==> src/rtl/pcell_pkg.sv <==
package pcell_pkg;

   // Phases of one update; each non-idle phase issues one product to the shared multiplier.
   typedef enum logic [2:0] {
      PH_IDLE   = 3'd0,
      PH_LEAK   = 3'd1,   // issue leak product
      PH_SPROD  = 3'd2,   // issue (B-A)*(-V), capture leak result
      PH_DECA   = 3'd3,   // issue fast decay, capture synaptic product
      PH_DECB   = 3'd4,   // issue slow decay, capture fast decay
      PH_SSCALE = 3'd5,   // issue synaptic scaling, capture slow decay
      PH_COMMIT = 3'd6    // multiplier holds scaled synaptic term; commit state
   } phase_t;

   localparam int N_SYN    = 2;
   localparam int SYN_FAST = 0;
   localparam int SYN_SLOW = 1;

endpackage

==> src/rtl/pcell_seq.sv <==
module pcell_seq
   import pcell_pkg::*;
(
   input  logic   clk,
   input  logic   rst,
   input  logic   step_i,
   output phase_t phase_o,
   output logic   idle_o,
   output logic   done_o
);

   phase_t ph_q;
   phase_t ph_n;
   logic   done_q;

   always_comb begin
      case (ph_q)
         PH_IDLE:   ph_n = step_i ? PH_LEAK : PH_IDLE;
         PH_LEAK:   ph_n = PH_SPROD;
         PH_SPROD:  ph_n = PH_DECA;
         PH_DECA:   ph_n = PH_DECB;
         PH_DECB:   ph_n = PH_SSCALE;
         PH_SSCALE: ph_n = PH_COMMIT;
         PH_COMMIT: ph_n = PH_IDLE;
         default:   ph_n = PH_IDLE;
      endcase
   end

   always_ff @(posedge clk) begin
      if (rst) begin
         ph_q   <= PH_IDLE;
         done_q <= 1'b0;
      end else begin
         ph_q   <= ph_n;
         done_q <= (ph_q == PH_COMMIT);
      end
   end

   assign phase_o = ph_q;
   assign idle_o  = (ph_q == PH_IDLE);
   assign done_o  = done_q;

endmodule

==> src/rtl/pcell_mul.sv <==
module pcell_mul #(
   parameter int OP_W  = 33,
   parameter int RES_W = 32,
   parameter int SH_LO = 20,
   parameter int SH_HI = 24
) (
   input  logic                    clk,
   input  logic                    rst,
   input  logic signed [OP_W-1:0]  a_i,
   input  logic signed [OP_W-1:0]  b_i,
   input  logic                    sel_hi_i,
   output logic signed [RES_W-1:0] q_o
);

   localparam int PROD_W = 2 * OP_W;

   logic signed [PROD_W-1:0] prod;

   // Sign-extend both operands to full product width; the low PROD_W bits are the exact signed product.
   assign prod = $signed({{OP_W{a_i[OP_W-1]}}, a_i} * {{OP_W{b_i[OP_W-1]}}, b_i});

   always_ff @(posedge clk) begin
      if (rst) begin
         q_o <= '0;
      end else if (sel_hi_i) begin
         q_o <= RES_W'(prod >>> SH_HI);
      end else begin
         q_o <= RES_W'(prod >>> SH_LO);
      end
   end

endmodule

==> src/rtl/pcell_state.sv <==
module pcell_state
   import pcell_pkg::*;
#(
   parameter int DATA_W       = 32,
   parameter int T_W          = 32,
   parameter int OP_W         = 33,
   parameter int SYN_FRAC     = 24,
   parameter int V_REST       = -17179869,
   parameter int K_LEAK       = 20972,
   parameter int K_SYN        = 3146,
   parameter int K_DECAY_FAST = 69905,
   parameter int K_DECAY_SLOW = 20972,
   parameter int INJ_DV       = 80531,
   parameter int INJ_LO       = 500,
   parameter int INJ_HI       = 1000
) (
   input  logic                     clk,
   input  logic                     rst,
   input  phase_t                   phase_i,
   input  logic                     spike_i,
   input  logic signed [DATA_W-1:0] mul_q_i,
   output logic signed [OP_W-1:0]   mul_a_o,
   output logic signed [OP_W-1:0]   mul_b_o,
   output logic                     mul_hi_o,
   output logic signed [DATA_W-1:0] v_o,
   output logic [T_W-1:0]           t_o
);

   localparam logic signed [DATA_W-1:0] VREST_D = DATA_W'(V_REST);
   localparam logic signed [DATA_W-1:0] INJ_D   = DATA_W'(INJ_DV);
   localparam logic signed [DATA_W-1:0] SPK_D   = DATA_W'(1) << SYN_FRAC;
   localparam logic signed [OP_W-1:0]   KL_OP   = OP_W'(K_LEAK);
   localparam logic signed [OP_W-1:0]   KS_OP   = OP_W'(K_SYN);
   localparam logic signed [OP_W-1:0]   KDF_OP  = OP_W'(K_DECAY_FAST);
   localparam logic signed [OP_W-1:0]   KDS_OP  = OP_W'(K_DECAY_SLOW);
   localparam logic [T_W-1:0]           LO_T    = T_W'(INJ_LO);
   localparam logic [T_W-1:0]           HI_T    = T_W'(INJ_HI);

   logic signed [DATA_W-1:0] v_q;
   logic [T_W-1:0]           t_q;
   logic signed [DATA_W-1:0] dleak_q;
   logic signed [DATA_W-1:0] sprod_q;
   logic                     pend_q;
   logic [N_SYN-1:0][DATA_W-1:0] syn_w;

   logic signed [OP_W-1:0]   v_x;
   logic signed [OP_W-1:0]   vr_x;
   logic signed [OP_W-1:0]   sf_x;
   logic signed [OP_W-1:0]   ss_x;
   logic signed [OP_W-1:0]   sp_x;
   logic                     in_win;
   logic signed [DATA_W-1:0] inj_v;
   logic                     commit;

   assign commit = (phase_i == PH_COMMIT);
   assign v_x    = {v_q[DATA_W-1], v_q};
   assign vr_x   = {VREST_D[DATA_W-1], VREST_D};
   assign sf_x   = {syn_w[SYN_FAST][DATA_W-1], syn_w[SYN_FAST]};
   assign ss_x   = {syn_w[SYN_SLOW][DATA_W-1], syn_w[SYN_SLOW]};
   assign sp_x   = {sprod_q[DATA_W-1], sprod_q};

   // Operand selection for the shared multiplier
   always_comb begin
      mul_a_o  = '0;
      mul_b_o  = '0;
      mul_hi_o = 1'b0;
      case (phase_i)
         PH_LEAK: begin
            mul_a_o = vr_x - v_x;
            mul_b_o = KL_OP;
         end
         PH_SPROD: begin
            mul_a_o  = ss_x - sf_x;
            mul_b_o  = -v_x;
            mul_hi_o = 1'b1;
         end
         PH_DECA: begin
            mul_a_o = sf_x;
            mul_b_o = KDF_OP;
         end
         PH_DECB: begin
            mul_a_o = ss_x;
            mul_b_o = KDS_OP;
         end
         PH_SSCALE: begin
            mul_a_o = sp_x;
            mul_b_o = KS_OP;
         end
         default: begin
            mul_a_o  = '0;
            mul_b_o  = '0;
            mul_hi_o = 1'b0;
         end
      endcase
   end

   // Injection window is open strictly between the two bounds
   assign in_win = (t_q > LO_T) && (t_q < HI_T);
   assign inj_v  = in_win ? INJ_D : '0;

   // Voltage, step counter, intermediates and spike latch
   always_ff @(posedge clk) begin
      if (rst) begin
         v_q     <= VREST_D;
         t_q     <= '0;
         dleak_q <= '0;
         sprod_q <= '0;
         pend_q  <= 1'b0;
      end else begin
         if (phase_i == PH_SPROD) dleak_q <= mul_q_i;
         if (phase_i == PH_DECA)  sprod_q <= mul_q_i;
         if (commit) begin
            v_q    <= v_q + dleak_q + mul_q_i + inj_v;
            t_q    <= t_q + T_W'(1);
            pend_q <= spike_i;
         end else if (spike_i) begin
            pend_q <= 1'b1;
         end
      end
   end

   // One decaying synaptic variable per time constant
   for (genvar gi = 0; gi < N_SYN; gi++) begin : g_syn
      localparam phase_t CAP_PH = (gi == SYN_FAST) ? PH_DECB : PH_SSCALE;

      logic signed [DATA_W-1:0] s_q;
      logic signed [DATA_W-1:0] dec_q;

      always_ff @(posedge clk) begin
         if (rst) begin
            s_q   <= '0;
            dec_q <= '0;
         end else begin
            if (phase_i == CAP_PH) dec_q <= mul_q_i;
            if (commit) s_q <= s_q - dec_q + (pend_q ? SPK_D : '0);
         end
      end

      assign syn_w[gi] = s_q;
   end

   assign v_o = v_q;
   assign t_o = t_q;

endmodule

==> src/rtl/pcell_euler.sv <==
module pcell_euler
   import pcell_pkg::*;
#(
   parameter int DATA_W       = 32,
   parameter int T_W          = 32,
   parameter int COEF_SHIFT   = 20,
   parameter int SYN_FRAC     = 24,
   parameter int V_REST       = -17179869,
   parameter int K_LEAK       = 20972,
   parameter int K_SYN        = 3146,
   parameter int K_DECAY_FAST = 69905,
   parameter int K_DECAY_SLOW = 20972,
   parameter int INJ_DV       = 80531,
   parameter int INJ_LO       = 500,
   parameter int INJ_HI       = 1000
) (
   input  logic                     clk,
   input  logic                     rst,
   input  logic                     step_i,
   input  logic                     spike_i,
   output logic signed [DATA_W-1:0] v_out,
   output logic [T_W-1:0]           t_out,
   output logic                     step_done
);

   localparam int     OP_W    = DATA_W + 1;
   localparam longint COEF_MX = longint'(1) << (DATA_W - 2);

   initial begin
      assert (DATA_W >= 16 && DATA_W <= 32)
         else $error("pcell_euler: DATA_W out of range");
      assert (T_W >= 2 && T_W <= 32)
         else $error("pcell_euler: T_W out of range");
      assert (COEF_SHIFT > 0 && SYN_FRAC > 0 && SYN_FRAC < DATA_W - 1)
         else $error("pcell_euler: shift amounts out of range");
      assert (INJ_LO < INJ_HI)
         else $error("pcell_euler: injection window empty");
      assert (longint'(K_LEAK) < COEF_MX && longint'(K_SYN) < COEF_MX
              && longint'(K_DECAY_FAST) < COEF_MX && longint'(K_DECAY_SLOW) < COEF_MX)
         else $error("pcell_euler: coefficient too wide");
   end

   phase_t                   phase;
   logic                     seq_idle;
   logic signed [OP_W-1:0]   mul_a;
   logic signed [OP_W-1:0]   mul_b;
   logic                     mul_hi;
   logic signed [DATA_W-1:0] mul_q;

   pcell_seq u_seq (
      .clk     (clk),
      .rst     (rst),
      .step_i  (step_i),
      .phase_o (phase),
      .idle_o  (seq_idle),
      .done_o  (step_done)
   );

   pcell_mul #(
      .OP_W  (OP_W),
      .RES_W (DATA_W),
      .SH_LO (COEF_SHIFT),
      .SH_HI (SYN_FRAC)
   ) u_mul (
      .clk      (clk),
      .rst      (rst),
      .a_i      (mul_a),
      .b_i      (mul_b),
      .sel_hi_i (mul_hi),
      .q_o      (mul_q)
   );

   pcell_state #(
      .DATA_W       (DATA_W),
      .T_W          (T_W),
      .OP_W         (OP_W),
      .SYN_FRAC     (SYN_FRAC),
      .V_REST       (V_REST),
      .K_LEAK       (K_LEAK),
      .K_SYN        (K_SYN),
      .K_DECAY_FAST (K_DECAY_FAST),
      .K_DECAY_SLOW (K_DECAY_SLOW),
      .INJ_DV       (INJ_DV),
      .INJ_LO       (INJ_LO),
      .INJ_HI       (INJ_HI)
   ) u_state (
      .clk      (clk),
      .rst      (rst),
      .phase_i  (phase),
      .spike_i  (spike_i),
      .mul_q_i  (mul_q),
      .mul_a_o  (mul_a),
      .mul_b_o  (mul_b),
      .mul_hi_o (mul_hi),
      .v_o      (v_out),
      .t_o      (t_out)
   );

endmodule

==> config.mk <==
export PLATFORM = sky130hd
export DESIGN_NAME = pcell_euler
export DESIGN_NICKNAME = d
export VERILOG_FILES = /design/src/rtl/pcell_pkg.sv /design/src/rtl/pcell_seq.sv /design/src/rtl/pcell_mul.sv /design/src/rtl/pcell_state.sv /design/src/rtl/pcell_euler.sv
export SDC_FILE = /design/constraint.sdc
export NUM_CORES = 2
export LEC_CHECK = 0
export BUFFER_PORTS_ARGS = -buffer_cell sky130_fd_sc_hd__buf_2
export CAP_MARGIN = 20
export CORE_MARGIN = 5
export CORE_UTILIZATION = 49
export CTS_CLUSTER_DIAMETER = 100
export DETAILED_ROUTE_END_ITERATION = 10
export HOLD_SLACK_MARGIN = 0.08
export SYNTH_ARGS = -nofsm -noshare
export SYNTH_HDL_FRONTEND = slang
export SYNTH_SLANG_ARGS = --single-unit
==> constraint.sdc <==
create_clock -name clk -period 14.4 [get_ports clk]
set_input_delay 2.88 -clock clk [delete_from_list [all_inputs] [get_ports clk]]
set_output_delay 2.88 -clock clk [all_outputs]
set_load 0.01 [all_outputs]
After elaboration in Yosys (flattened, before gate mapping)
Index checks and enable logic that the tools add are counted.

storage, ports and cells
  register bits = 293
  input port bits = 4
  output and inout port bits = 65
  word-level logic and storage cells = 46

cells by class
  add/subtract/negate cells = 11
  $mul = 1
  $lt $le $gt $ge = 2
  equality and inequality tests = 6
  mux-type cells = 10
  reductions and logical operators = 4

operator list
  operator                  count
  $pmux W33 S5              1
  $add A32 B32 Y32          5
  $pmux W33 S4              1
  $sub A32 B32 Y32          2
  $mul A33 B33 Y56          1
  $neg A32 Y33              1
  $sub A26 B32 Y33 const A  1
  $sub A32 B32 Y33          1
  $add A32 B1 Y32 const B   1
  $gt A32 B9 Y1 const B     1
  $lt A32 B10 Y1 const B    1
  $mux W32                  1
  $mux W25                  1
  $pmux W3 S6               1
  $mux W17                  1
  $eq A3 B3 Y1 const B      3
  $eq A3 B2 Y1 const B      2
  $mux W1                   4
  $eq A3 B1 Y1 const B      1
  $logic_not A3 Y1          1
  $reduce_bool A2 Y1        1
  $reduce_or A2 Y1          1
  $logic_and A1 B1 Y1       1

Depth between registers and ports, before layout
  depth in word-level cells = 5
  mapped depth = 44
  depth with buffers taken out = 41

Hierarchy
From an unflattened synthesis, not the netlist that was laid out.

second synthesis, totals
  cells, all modules = 6,503
  area, all modules = 55,555.8 um2

by module, submodules not included
  module       times used  cells each  area each (um2)  seq. area each (um2)
  pcell_mul    1           3,903       35,576.6         640.6
  pcell_state  1           2,585       19,827.8         5,144.9
  pcell_seq    1           15          151.4            80.1

Worst setup path before layout
OpenSTA, ideal clock, no wires.

  path kind = reg-to-reg
  from = reg u_state.v_q[2], in the netlist u_state.v_o[2]
  to = reg u_mul.q_o[31]
  arrival time = 9.883 ns
  data required time = 14.282 ns
  setup slack = 4.399 ns
  cell stages (with the launch flop) = 40
  clock period less this slack = 10.001 ns
  cell sequence = dfxtp_1 > or3_1 > clkbuf_1 > a211oi_1 > o21ba_2 > nor2_1 > o21ai_0 > nand2_1 > xor2_1 > nor2_1 > a2111oi_1 > clkbuf_1 > nor2_1 > fa_1 > fa_1 > inv_1 > fa_1 > fa_1 > [... 4 more ...] > inv_1 > fa_1 > inv_1 > ha_1 > a21o_1 > a21o_1 > a21o_1 > a21oi_1 > o21ai_0 > a221oi_1 > o21ai_2 > o21ai_1 > o21ai_0 > a31oi_1 > xnor2_1 > xnor3_1 > nand2_1 > a21oi_2

between the ends
  word-level cells in the longest chain between the ends = 4
  elaborated cells on any way between the ends = 6
  those cells by class = add/sub (2); mul (1); mux (3)

ends and longest elaborated chain
  element                                                  line                                  source
  start: declaration                                       pcell_state.sv:39                     logic signed [DATA_W-1:0] v_q;
  start signal: assignment                                 pcell_state.sv:113                    v_q <= v_q + dleak_q + mul_q_i + inj_v;
  $sub A26 B32 Y33 / $neg A32 Y33 (equally long branches)  pcell_state.sv:69, pcell_state.sv:74
  $pmux W33 S5 / $pmux W33 S4 (equally long branches)      pcell_state.sv:67                     case (phase_i)
  $mul A33 B33 Y56 *                                       pcell_mul.sv:20                       assign prod = $signed({{OP_W{a_i[OP_W-1]}}, a_i} * {{OP_W{b_i[OP_W-1]}}, b_i});
  $mux W32 *                                               pcell_mul.sv:25                       end else if (sel_hi_i) begin
  end signal: assignment                                   pcell_mul.sv:26                       q_o <= RES_W'(prod >>> SH_HI);
  end signal: assignment                                   pcell_mul.sv:28                       q_o <= RES_W'(prod >>> SH_LO);
  end: declaration                                         pcell_mul.sv:12                       output logic signed [RES_W-1:0] q_o

Mark *: on every way between the ends. The rest lies on a longest branch, timed or not.
A chain may end at the register's enable or synchronous reset.

Final worst setup path
  from = reg u_state.g_syn[0].s_q[8]
  to = reg u_mul.q_o[29]

between the ends
  word-level cells in the longest chain between the ends = 4

ends and longest elaborated chain
  element                   line                source
  start: declaration        pcell_state.sv:126  logic signed [DATA_W-1:0] s_q;
  start signal: assignment  pcell_state.sv:135  if (commit) s_q <= s_q - dec_q + (pend_q ? SPK_D : '0);
  $sub A32 B32 Y33          pcell_state.sv:73   mul_a_o = ss_x - sf_x;
  $pmux W33 S5 *            pcell_state.sv:67
  $mul A33 B33 Y56 *        pcell_mul.sv:20
  $mux W32 *                pcell_mul.sv:25

Marked as above.

==> metrics.md <==
| Metric | Value |
|---|---|
| Status | complete, no violations |
| Buffers from clock root to sink, at most | 3 |
| Worst hold stages | 2 |
| Classification of the worst-slack hold path | flip-flop to flip-flop |
| Number of antenna violations at the first check in global routing | 2 |
| Share of power burned in registers | 38.3% |
| Reg2Reg Setup Slack | 2.08 ns |
| Synth Cell Area | 54400 um^2 |
| Setup crit end kind | flip-flop |
| Avg Cell Area, Syn | 8.388 um^2 |
| Critical Path Start Type | flip-flop |
| Layout Cell Area excl Fill | 57850 um^2 |
| Final total negative setup slack | 0 ns |
| Global-route total usage across every layer | 30.90% |
| Largest net degree at the start of global routing | 166 |
| TritonCTS Buffers | 38 |
| Total design power | 2.162 mW |
| Cell with the largest stage delay on the worst path | o221a_2 |
| Final worst-path cycle share | 85.53% |
| Pwr/cell area | 37.38 nW/um^2 |
| Average wire length per cell after detail routing | about 23 um |
| Leading post-synthesis cells by instance count | 1256 x inv_1, 1059 x fa_1, 1017 x nand2_1, 650 x nor2_1, 400 x ha_1 |
| RD Place Congestion | 0.9737 |
| Resized Gates After CTS | 0 |
| Logic pwr share | 18.4% |
| Global-route wire length before repair | around 280000 um |
| Worst-case hold path end point | u_state.g_syn[1].dec_q[20] |
| Transition time at the pin with the least slew margin | 1.200 ns |
| Number of nets in the layout | around 8k |
| Worst R2R Start | u_state.g_syn[0].s_q[8] |
| Sequential share of the synthesized area | 10.78% |
| Die width | ~340 um |
| Peak clock frequency supported by timing | 81.19 MHz |
| Number of iterations in the first detailed-routing pass | 8 |
| Yosys cell types | 90 |
| Source-to-sink clock delay at the later pin of the worst-skew pair | 0.57 ns |
| Final-report hold violation count | 0 |
| Origin of the worst setup path | u_state.g_syn[0].s_q[8] |
| Via count of the first global-routing pass | 45.53k |
| Flip-flop and latch area | 5867 um^2 |
| Library cell occupying the most area in the post-synthesis netlist | fa_1 |
| Reg clk slew, reported paths | 0.06 ns |
| Largest fanout on the critical path | 26 |
| Final critical delay including setup and external delays | 12.32 ns |
| Area of the die | around 120000 um^2 |
| DRC violation total after the first TritonRoute iteration | 3425 |
| EDFF count, synth | 0 |
| Clock share of power | 43.2% |
| Critical Path AT | 12.72 ns |
| TritonCTS clock tree | done |
| Top area cells in the synthesized netlist | fa_1 39%, dfxtp_1 11%, ha_1 9.2% |
| Total setup buffers inserted after CTS | 0 |
| Source of the worst hold timing path | u_state.g_syn[1].dec_q[20] |
| Final HPWL from detailed placement | 137100 um |
| Multi-input gate area | 42900 um^2 |
| Synthesis warning total | 0 |
| Depth of the CTS H-tree | 2 |
| Number of DRC violations after detailed routing | 0 |
| Count of boundary I/O pins | 69 |
| Post-synth top flop | dfxtp_1 |
| Area Growth Syn to Fin | 6.345% |
| TritonCTS Sinks | 293 |
| Max-Cap Viols | 0 |
| Detailed-route via count | 44.04k |
| Hold-fix buffers, CTS | 0 |
| Switching Fraction | about 32% |
| R2R cell count | 38 |
| Die Ht | 343.2 um |
| Worst Skew | 0.03477 ns |
| Largest incremental delay on the critical path | slightly below 0.9 ns |
| Count of buffers inserted at the top-level ports | 68 |
| Setup CP Type | flip-flop to flip-flop |
| Instance count of the mapped netlist | ~6.5k |
| Headroom to the max-slew limit | 19.84% |
| #FFs+latches synth | 293 |
| Switching component of the power | 696.6 uW |
| Most frequent cell after synthesis | inv_1 |
| Share of post-route cells with drive strength above 1 | under 10% |
| Final Non-Filler Cells | 7916 |
| Leak Pwr | 27.71 nW |
| Placement-stage worst setup slack | about 2.4 ns |
| Clock tree root buffer cell | clkbuf_16 |
| GRT Residual Overflow | 0 |
| Worst path setup slack after routing | 2.083 ns |
| Total of fill cells in the finished design | 10.60k |
| Total core area | around 110000 um^2 |
| Cell type with the highest occurrence count on the critical path | fa_1 |
| Antenna viol nets, final | 0 |
| Per-cell via count in the routed design | 5.564 |
| Required time of the worst setup path | 14.81 ns |
| Async set-or-reset flop fraction in the synthesized netlist | 0% |
| Total instance count after detailed placement | 7846 |
| Effective utilization at floorplan | 49.23% |
| Unrepaired setup endpoints after global routing | false |
| Setup violations, final | 0 |
| Syn nets | 7949 |
| Final-report max-slew violation count | 0 |
| Peak ir drop on the vdd network | 0.00007240 V |
| Number of core rows | ~120 |
| Endpoint of the lowest-slack register-to-register path | u_mul.q_o[29] |
| Detailed Route WL | 178400 um |
| Area share of the leading cell type in the synthesized netlist | 38.97% |
| Cell-internal power | between 1 and 1.5 mW |
| Placed Instance Area | between 50000 and 60000 um^2 |
## cell families (layout without fill, tap and decap cells)
family | after synthesis | after routing | share of synthesized area [%]
muxes | 34 | 34 | 0.6325
adders and majority gates | 1459 | 1459 | 48.17
buffers and inverters | 1569 | 1509 | 10.92
other | 0 | 2 | 0
and+or+nand+nor | 2058 | 2058 | 16.04
DFF | 293 | 293 | 10.78
AOI/OAI and AO/OA | 832 | 832 | 9.499
xor gates and xnor gates | 241 | 241 | 3.958
## placed cells by master, fill, tap and decap left out, types with 8 or more instances in the layout
master	instances
nor3_1	31
nand2b_1	87
clkbuf_16	38
a211oi_1	20
o21a_1	19
o21ai_0	93
a211o_1	11
inv_1	1256
nand4_1	24
a221oi_2	14
and3_1	53
xor2_1	86
o21ai_2	8
nor2b_1	39
nor2_1	646
a31oi_1	17
ha_1	400
nor4_1	12
a21oi_1	380
and2_1	34
mux2i_1	31
clkinv_2	8
buf_4	111
o22ai_1	18
fa_1	1059
buf_2	67
xnor2_1	152
or3_1	19
nand2_1	1015
clkbuf_1	9
dfxtp_1	292
nand3_1	49
a21o_1	89
o21ai_1	13
o211ai_1	16
a221o_1	13
o21bai_1	22
## flip-flops by register name (all words and copies together), names as in the netlist
name / cells
u_state.sprod_q: 32
u_state.pend_q: 1
u_state.g_syn.s_q: 64
u_state.dleak_q: 32
u_state.t_o: 32
u_seq.done_o: 1
u_seq.phase_o: 3
u_mul.q_o: 32
u_state.g_syn.dec_q: 64
u_state.v_o: 32
## area by class of cell
cell class,instances,share of cell area (%)
antenna,2,0.008651
multi-input combinational,4624,74.15
inverter,1257,8.155
clock buffer,53,1.845
tap,1488,3.218
sequential,293,10.14
clock inverter,15,0.2444
timing repair buffer,184,2.236
## worst max-delay path: cells and delay by family, from the launching register on
family	cells	cell delay [ns]
and+or+nand+nor	9	2.17
buffers and inverters	5	0.30
DFF	1	0.42
AOI/OAI and AO/OA	14	4.27
adders and majority gates	10	4.95
## power by group through the flow
stage | Combinational, mW | Clock (mW) | Sequential [mW]
after floorplan | 0.245 | 0 | 0.838
after CTS | 0.390 | 0.956 | 0.829
after global routing | 0.423 | 0.986 | 0.829
final | 0.398 | 0.935 | 0.829
after global placement | 0.385 | 0 | 0.847
after detailed placement | 0.388 | 0 | 0.847
## routing by layer
layer	vias to the layer above	global-route usage, %	share of wire, %
li1	19660	-	-
met1	22210	42.52	42
met2	1811	47.97	44
met3	359	6.567	9.0
met4	0	12.28	5.1
met5	-	0	0
## through the flow
step           hold WS (ns)  util, %
2_1_floorplan        0.4329        -
3_3_place_gp         0.4415    51.18
3_5_place_dp         0.4470    51.25
4_1_cts              0.4542    52.34
5_1_grt              0.4697    52.34
6_report             0.4532    52.35
## worst max-delay path by stage
stage	end	slack, ns	cells after the start
2_1_floorplan	u_mul.q_o[31]	4.40	39
3_3_place_gp	u_mul.q_o[29]	2.23	38
3_5_place_dp	u_mul.q_o[29]	2.42	37
4_1_cts	u_mul.q_o[29]	2.40	37
5_1_grt	u_mul.q_o[29]	1.74	38
6_report	u_mul.q_o[29]	2.08	38
(Power assumes the default switching activity.)
